`config.mk`:
```
export PLATFORM = sky130hd
export DESIGN_NAME = ccr_regfile
export DESIGN_NICKNAME = d
export VERILOG_FILES = /design/src/rtl/ccr_pkg.sv /design/src/rtl/ccr_decode.sv /design/src/rtl/ccr_lanes.sv /design/src/rtl/ccr_regfile.sv
export SDC_FILE = /design/constraint.sdc
export NUM_CORES = 2
export LEC_CHECK = 0
export ABC_AREA = 0
export CAP_MARGIN = 20
export CORE_UTILIZATION = 32
export DETAILED_ROUTE_END_ITERATION = 7
export PLACE_DENSITY = 0.51
export SLEW_MARGIN = 20
export SYNTH_ARGS = -nofsm -noshare
export SYNTH_HDL_FRONTEND = slang
export SYNTH_SLANG_ARGS = --single-unit
```
`constraint.sdc`:
```
create_clock -name clk -period 19.1 [get_ports clk]
set_clock_uncertainty 0.15 [all_clocks]
set_input_delay 3.82 -clock clk [delete_from_list [all_inputs] [get_ports clk]]
set_output_delay 3.82 -clock clk [all_outputs]
set_load 0.005 [all_outputs]
```
`src/rtl/ccr_pkg.sv`:
```
package ccr_pkg;
  typedef enum logic [4:0] {
    K_NONE, K_CFG, K_INV, K_TLBASE, K_TLLIM, K_RFAIL, K_MFAIL,
    K_PTAG, K_LTAG, K_BMASK, K_WIN, K_SPEED, K_DMA,
    K_R208, K_R210, K_NVP, K_R238
  } reg_kind_t;

  localparam logic [1:0] SZ_BYTE = 2'd0;
  localparam logic [1:0] SZ_HALF = 2'd1;

  localparam int OFS_CFG    = 'h000;
  localparam int OFS_INV    = 'h010;
  localparam int OFS_TLBASE = 'h018;
  localparam int OFS_TLLIM  = 'h020;
  localparam int OFS_RFAIL  = 'h038;
  localparam int OFS_MFAIL  = 'h040;
  localparam int OFS_PTAG   = 'h048;
  localparam int OFS_LTAG   = 'h050;
  localparam int OFS_BMASK  = 'h058;
  localparam int OFS_WIN    = 'h060;
  localparam int OFS_SPEED  = 'h070;
  localparam int OFS_DMA    = 'h100;
  localparam int OFS_R208   = 'h208;
  localparam int OFS_R210   = 'h210;
  localparam int OFS_NVP    = 'h220;
  localparam int OFS_R238   = 'h238;
  localparam int ARRAY_STRIDE = 8;

  localparam logic [31:0] RST_CFG   = 32'h0000_0104;
  localparam logic [31:0] RST_R210  = 32'h0001_8186;
  localparam logic [31:0] RST_SPEED = 32'd7;
  localparam logic [31:0] VAL_NVP   = 32'd7;
  localparam logic [31:0] VAL_R238  = 32'd7;
endpackage

```
`src/rtl/ccr_decode.sv`:
```
module ccr_decode
  import ccr_pkg::*;
#(
  parameter int DEC_W         = 14,
  parameter int N_SPEED       = 15,
  parameter int N_CHAN        = 8,
  parameter int REGS_PER_CHAN = 4,
  parameter int IDX_W         = 5
) (
  input  logic [DEC_W-3:0] word_ofs,
  output reg_kind_t        kind,
  output logic [IDX_W-1:0] idx
);
  localparam int STEP_W  = ARRAY_STRIDE / 4;
  localparam int SPD_W0  = OFS_SPEED / 4;
  localparam int SPD_WN  = SPD_W0 + STEP_W * N_SPEED;
  localparam int DMA_W0  = OFS_DMA / 4;
  localparam int DMA_WN  = DMA_W0 + STEP_W * N_CHAN * REGS_PER_CHAN;

  always_comb begin
    int wi;
    wi   = int'(word_ofs);
    kind = K_NONE;
    idx  = '0;
    if (wi >= SPD_W0 && wi < SPD_WN && (wi % STEP_W) == 0) begin
      kind = K_SPEED;
      idx  = IDX_W'((wi - SPD_W0) / STEP_W);
    end else if (wi >= DMA_W0 && wi < DMA_WN && (wi % STEP_W) == 0) begin
      kind = K_DMA;
      idx  = IDX_W'((wi - DMA_W0) / STEP_W);
    end else begin
      case (wi)
        OFS_CFG    / 4: kind = K_CFG;
        OFS_INV    / 4: kind = K_INV;
        OFS_TLBASE / 4: kind = K_TLBASE;
        OFS_TLLIM  / 4: kind = K_TLLIM;
        OFS_RFAIL  / 4: kind = K_RFAIL;
        OFS_MFAIL  / 4: kind = K_MFAIL;
        OFS_PTAG   / 4: kind = K_PTAG;
        OFS_LTAG   / 4: kind = K_LTAG;
        OFS_BMASK  / 4: kind = K_BMASK;
        OFS_WIN    / 4: kind = K_WIN;
        OFS_R208   / 4: kind = K_R208;
        OFS_R210   / 4: kind = K_R210;
        OFS_NVP    / 4: kind = K_NVP;
        OFS_R238   / 4: kind = K_R238;
        default:        kind = K_NONE;
      endcase
    end
  end
endmodule

```
`src/rtl/ccr_lanes.sv`:
```
module ccr_lanes
  import ccr_pkg::*;
#(
  parameter int DATA_W = 32
) (
  input  logic [DATA_W-1:0] word_in,
  input  logic [1:0]        lane,
  input  logic [1:0]        size,
  input  logic [DATA_W-1:0] wdata,
  output logic [DATA_W-1:0] rd_lane,
  output logic [DATA_W-1:0] merged
);
  localparam int SH_W = $clog2(DATA_W);
  localparam logic [DATA_W-1:0] BYTE_M = DATA_W'(8'hFF);
  localparam logic [DATA_W-1:0] HALF_M = DATA_W'(16'hFFFF);

  logic [SH_W-1:0] sh;

  always_comb begin
    sh = '0;
    if (size == SZ_BYTE) begin
      sh      = SH_W'({lane, 3'b000});
      rd_lane = (word_in >> sh) & BYTE_M;
      merged  = (word_in & ~(BYTE_M << sh)) | ((wdata & BYTE_M) << sh);
    end else if (size == SZ_HALF) begin
      sh      = SH_W'({lane[1], 4'b0000});
      rd_lane = (word_in >> sh) & HALF_M;
      merged  = (word_in & ~(HALF_M << sh)) | ((wdata & HALF_M) << sh);
    end else begin
      rd_lane = word_in;
      merged  = wdata;
    end
  end
endmodule

```
`src/rtl/ccr_regfile.sv`:
```
module ccr_regfile
  import ccr_pkg::*;
#(
  parameter int ADDR_W        = 32,
  parameter int DATA_W        = 32,
  parameter int DEC_W         = 14,
  parameter int N_SPEED       = 15,
  parameter int N_CHAN        = 8,
  parameter int REGS_PER_CHAN = 4
) (
  input  logic              clk,
  input  logic              rst_n,
  input  logic [ADDR_W-1:0] addr,
  input  logic [1:0]        size,
  input  logic              wr_en,
  input  logic              rd_en,
  input  logic [DATA_W-1:0] wr_data,
  output logic [DATA_W-1:0] rd_data,
  output logic              rd_valid,
  output logic [DATA_W-1:0] cache_ptag,
  output logic [DATA_W-1:0] cache_ltag,
  output logic [DATA_W-1:0] cache_window
);
  localparam int N_DMA  = N_CHAN * REGS_PER_CHAN;
  localparam int IDX_W  = (N_DMA > N_SPEED) ? $clog2(N_DMA) : $clog2(N_SPEED);
  localparam int SPD_IW = $clog2(N_SPEED);
  localparam int DMA_IW = $clog2(N_DMA);

  logic              unused_hi_bits;
  reg_kind_t         kind;
  logic [IDX_W-1:0]  idx;
  logic [DATA_W-1:0] cur_word, rd_lane, wr_word;
  logic              do_wr, do_rd;

  logic [DATA_W-1:0] cfg_q, tlbase_q, tllim_q, bmask_q, r210_q;
  logic [DATA_W-1:0] speed_q [N_SPEED];
  logic [DATA_W-1:0] dma_q   [N_DMA];

  assign unused_hi_bits = ^addr[ADDR_W-1:DEC_W];
  assign do_wr = wr_en;
  assign do_rd = rd_en & ~wr_en;

  ccr_decode #(
    .DEC_W(DEC_W), .N_SPEED(N_SPEED), .N_CHAN(N_CHAN),
    .REGS_PER_CHAN(REGS_PER_CHAN), .IDX_W(IDX_W)
  ) u_decode (
    .word_ofs(addr[DEC_W-1:2]),
    .kind    (kind),
    .idx     (idx)
  );

  always_comb begin
    case (kind)
      K_CFG:    cur_word = cfg_q;
      K_TLBASE: cur_word = tlbase_q;
      K_TLLIM:  cur_word = tllim_q;
      K_BMASK:  cur_word = bmask_q;
      K_SPEED:  cur_word = speed_q[idx[SPD_IW-1:0]];
      K_DMA:    cur_word = dma_q[idx[DMA_IW-1:0]];
      K_R210:   cur_word = r210_q;
      K_NVP:    cur_word = VAL_NVP;
      K_R238:   cur_word = VAL_R238;
      default:  cur_word = '0;
    endcase
  end

  ccr_lanes #(.DATA_W(DATA_W)) u_lanes (
    .word_in(cur_word),
    .lane   (addr[1:0]),
    .size   (size),
    .wdata  (wr_data),
    .rd_lane(rd_lane),
    .merged (wr_word)
  );

  always_ff @(posedge clk) begin
    if (!rst_n) begin
      cfg_q        <= RST_CFG;
      tlbase_q     <= '0;
      tllim_q      <= '0;
      r210_q       <= RST_R210;
      cache_ptag   <= '0;
      cache_ltag   <= '0;
      cache_window <= '0;
    end else if (do_wr) begin
      case (kind)
        K_CFG:    cfg_q        <= wr_word;
        K_TLBASE: tlbase_q     <= wr_word;
        K_TLLIM:  tllim_q      <= wr_word;
        K_R210:   r210_q       <= wr_word;
        K_PTAG:   cache_ptag   <= wr_word;
        K_LTAG:   cache_ltag   <= wr_word;
        K_WIN:    cache_window <= wr_word;
        default:  ;
      endcase
    end
  end

  always_ff @(posedge clk) begin
    if (!rst_n) begin
      bmask_q <= '0;
    end else if (do_wr && kind == K_BMASK) begin
      bmask_q <= bmask_q | wr_word;
    end else if (do_rd && kind == K_BMASK && bmask_q == '1) begin
      bmask_q <= '0;
    end
  end

  for (genvar gs = 0; gs < N_SPEED; gs++) begin : g_speed
    always_ff @(posedge clk) begin
      if (!rst_n)
        speed_q[gs] <= RST_SPEED;
      else if (do_wr && kind == K_SPEED && int'(idx) == gs)
        speed_q[gs] <= wr_word;
    end
  end

  for (genvar gd = 0; gd < N_DMA; gd++) begin : g_dma
    always_ff @(posedge clk) begin
      if (!rst_n)
        dma_q[gd] <= '0;
      else if (do_wr && kind == K_DMA && int'(idx) == gd)
        dma_q[gd] <= wr_word;
    end
  end

  always_ff @(posedge clk) begin
    if (!rst_n) begin
      rd_data  <= '0;
      rd_valid <= 1'b0;
    end else begin
      rd_valid <= do_rd;
      if (do_rd) rd_data <= rd_lane;
    end
  end

  a_r3_valid_after_read: assert property (@(posedge clk) disable iff (!rst_n)
    (rd_en && !wr_en) |=> rd_valid);
  a_r3_no_valid_otherwise: assert property (@(posedge clk) disable iff (!rst_n)
    !(rd_en && !wr_en) |=> !rd_valid);
  a_r4_byte_zero_ext: assert property (@(posedge clk) disable iff (!rst_n)
    (rd_en && !wr_en && size == SZ_BYTE) |=> (rd_data[DATA_W-1:8] == '0));
  a_r5_half_zero_ext: assert property (@(posedge clk) disable iff (!rst_n)
    (rd_en && !wr_en && size == SZ_HALF) |=> (rd_data[DATA_W-1:16] == '0));
  a_r9_mask_keeps_bits: assert property (@(posedge clk) disable iff (!rst_n)
    (wr_en && kind == K_BMASK) |=> ((bmask_q & $past(bmask_q)) == $past(bmask_q)));
  a_r10_mask_clears_when_full: assert property (@(posedge clk) disable iff (!rst_n)
    (rd_en && !wr_en && kind == K_BMASK && bmask_q == '1) |=> (bmask_q == '0));
  a_r11_readonly_cfg_unchanged: assert property (@(posedge clk) disable iff (!rst_n)
    !(wr_en && kind == K_CFG) |=> $stable(cfg_q));
endmodule

```
==> out/metrics.cfg <==
[setup_path]
critPathCaptureType = register
critical_path_required_ps = 19510
cp.buffers_inverters = 5
timing.critical_path.cells = clkdlybuf4s50_1 -> ha_1 -> nand2_1 -> and3b_1 -> ha_1 -> ha_1 -> nand4b_2 -> o31ai_4 -> buf_4 -> buf_4 -> buf_4 -> mux2i_1 -> mux2i_1 -> o22ai_1 -> o211ai_1 -> nor3_1 -> o21ai_0 -> o211ai_4 -> buf_4 -> nor2_1
crit_slowest_cell = o22ai_1
critPathArrivalTime_ps = 11790
maximum_fanout_along_the_worst_path = 38
critPathKind = input port to register
crit_top_cell = buf_4
worstSetupStartpointType = input port
slowest_delay_ps = 770
crit_family = buffers and inverters

[timing]
setup_viol_count_final = 0
setup_slack_after_layout_ps = 7712
finalCritPeriodShare = 0.5962
min_period_ps = 11390
slew_headroom = 0.1411
final_max_slew_viol_count = 0
hold_viol_final = 0
timing_limited_maximum_frequency_mhz = 87.81
worst_hold_slack_ps = 310.8
setup_tns_ps = 0
setup_repair_after_global_routing_missed_its_margin = false
worstMarginPinSlew_ps = 1256

[placed_design]
dpl.hpwl_mm = 195.5
post_dp_area_sq_um = 84550
numPortBuffers = 180
globalplace.congestion = 0.9082
dp_slack_ps = 7200

[routing]
routed_wire_length_per_instance_um = 30.80
detailedRoute.firstIterationViolations = 8700
antenna_left = 0
vias = 62080
drt_drc_violations_left = 0
dr.pass1.iters = 6
routed_wl_mm = 329.0
drt-vias-per-instance = 5.812

[power_and_ir_drop]
power_leakage_nw = 30.30
ir_drop_mv = 0.08132
powerDensity_nw_per_um2 = 94.48

[clocking]
clk_pin_slew_ps = 60
post_cts_hold_buffer_count = 0
cts.repair.resized = 0
clock_tree_from_tritoncts = yes
cts.htree.levels = 4
postCtsSetupBuffers = 0
clockRootBuffer = clkbuf_16
cts.sink_count = 1793
cts-buffers-inserted = 189
cts_buffer_depth = 3
clock_latency_late_sink_ps = 880

[grt]
maximum_number_of_pins_on_one_net_before_global_route_repair = 129
grt.met1_usage = 0.3488
grt_pass1_wl_mm = 455.2
first_global_vias = 57610
gr-usage-all-layers = 0.2575
use_met3 = 0.05896
grt.met2_usage = 0.3918
initial_antenna_violation_count = 18
globalRouteOverflowTotal = 0
global_route.peak_usage_layer = met2

[synthesis]
synth.lib_cells_used.distinct = 105
synth-simple-area-share = 0.1802
syn_area_per_cell_sq_um = 10.71
synthTopCellsByArea = edfxtp_1 57%, nor2_1 8.4%, dfxtp_1 7.3%
share_of_synthesized_cell_area_in_full_adder_half_adder_and_majority_cells = 0.001270
async_reset_ff_frac = 0
synth.ff_latch_count = 1793
ys_seq_area_frac = 0.6462
synth_largest_type_area_fraction = 0.5729
synth_mux_area_frac = 0.02258
area_fraction_in_compound_gates_after_synthesis = 0.1085
synth_cells = 7363
main_combinational_cell_family_by_area_after_synthesis = simple AND/OR/NAND/NOR gates
syn-num-nets = 7441
synth_enable_flop_cells = 1504
synth_area_sq_um = 78840
ys.warnings.count = 0
synth_top_flop_cell = edfxtp_1
post-synth-top-area-cell = edfxtp_1
synthXorXnorAreaFrac = 0.001111

[floorplan]
io-pin-count = 199
initial_utilization = 0.3229
placeableCoreArea_sq_um = 244100
std_cell_rows = 181
die_height_um = 498.4
die_area_sq_um = 248400
dieWidth_um = 498.4

[final_layout]
layout.cells.most_common = nor2_1
ff_latch_area_sq_um = 50950
layout.cells.most_common_list = 1750 x nor2_1, 1504 x edfxtp_1, 919 x nand2_1, 385 x nand3_1, 289 x dfxtp_1
final_nets = 7391
fraction_of_layout_instances_using_a_drive_strength_above_1 = 0.09664
multi_input_comb_area_sq_um = 25860
layout.cell_area.non_filler_sq_um = 90600
layout-area-overhead-vs-synth_pct = 14.92
post_layout_utilization_of_the_core = 0.3711
fillers = 23800

[run]
maxCapViolCount = 0

[status]
run_status = finished, final reports clean

[worst_hold_path]
holdCritPathClass = register to register

==> worst reg2reg max path: stages, from the launching register on <==
cell      delay (ps)
edfxtp_1         360
mux2i_1          170
mux2i_1           90
o22ai_1          760
o211ai_1         530
inv_1            260
a21oi_1          130
nor3_4          1000
buf_4            640
nor2_1           190
==> cells by family (layout without fill, tap and decap cells) <==
logic type	after synthesis	in the layout
muxes	177	177
AOI/OAI and AO/OA	1293	1293
xor gates and xnor gates	10	10
DFF	1793	1793
adders and majority gates	8	8
and+or+nand+nor	3396	3396
buffers and inverters	686	794
other	0	9
==> final cells by class <==
class                      count  area share
multi-input combinational   4884      0.2854
sequential                  1793      0.5623
antenna                        9   0.0002486
inverter                      13   0.0005524
clock inverter               104    0.009225
tap                         3202     0.04422
clock buffer                 245     0.05657
timing repair buffer         432     0.04144
==> registers in the layout, summed over array words and instances (netlist names) <==
signal and flops:
bmask_q 32, rd_data 32, cfg_q 32, cache_ltag 32, tlbase_q 32, rd_valid 1, cache_window 32, tllim_q 32
speed_q 480, cache_ptag 32, dma_q 1024, r210_q 32
==> final timing paths <==
path | start | to | slack, ps | depth (start not counted)
max | addr[4] | dma_q[21][23] | 7710 | 20
min reg2reg | rd_data[27] | rd_data[27] | 310 | 2
min | rd_data[27] | rd_data[27] | 310 | 2
max reg2reg | speed_q[7][31] | speed_q[6][31] | 14530 | 9
==> power breakdown <==
part           switching, mW  internal, mW  leakage, nW
logic                  0.399        0.0955         10.7
clock network           1.64          1.99         2.93
registers             0.0451          4.39         16.7
==> stage by stage <==
stage	power, mW	instances
final	8.560	10680
after global routing	8.759	10670
after CTS	8.571	10670
after detailed placement	4.998	10320
after global placement	4.987	10320
after floorplan	4.764	7363
==> cell usage after synthesis, types with 8 or more instances <==
library cell	n
nor2_1	1754
edfxtp_1	1504
nand2_1	949
nand3_1	387
clkbuf_1	350
o21ai_0	318
dfxtp_1	289
a21oi_1	252
buf_2	235
o22ai_1	194
mux2i_1	172
o21a_1	71
nor3_1	57
nand4_1	52
a22oi_1	48
a31oi_1	45
o31ai_1	41
nor4_1	37
and3_1	34
buf_1	34
a32oi_1	33
buf_4	30
a211oi_1	25
buf_6	24
and2_1	23
o31a_1	23
a221oi_1	21
o2111ai_1	19
o21ai_1	19
o211ai_1	17
or3_1	16
a2111oi_0	15
a22o_1	15
inv_1	13
o22a_1	13
and4_1	12
a21o_1	11
o221ai_1	11
a32o_1	9
a222oi_1	8
ha_1	8
nor4_2	8
==> per-layer routing <==
layer	vias up	share of wire
met1	31620	0.40
met4	6	0.047
met3	574	0.11
met5	-	0.00013
li1	26210	-
met2	3666	0.44
Note: power is estimated with default switching activity, not from simulation.
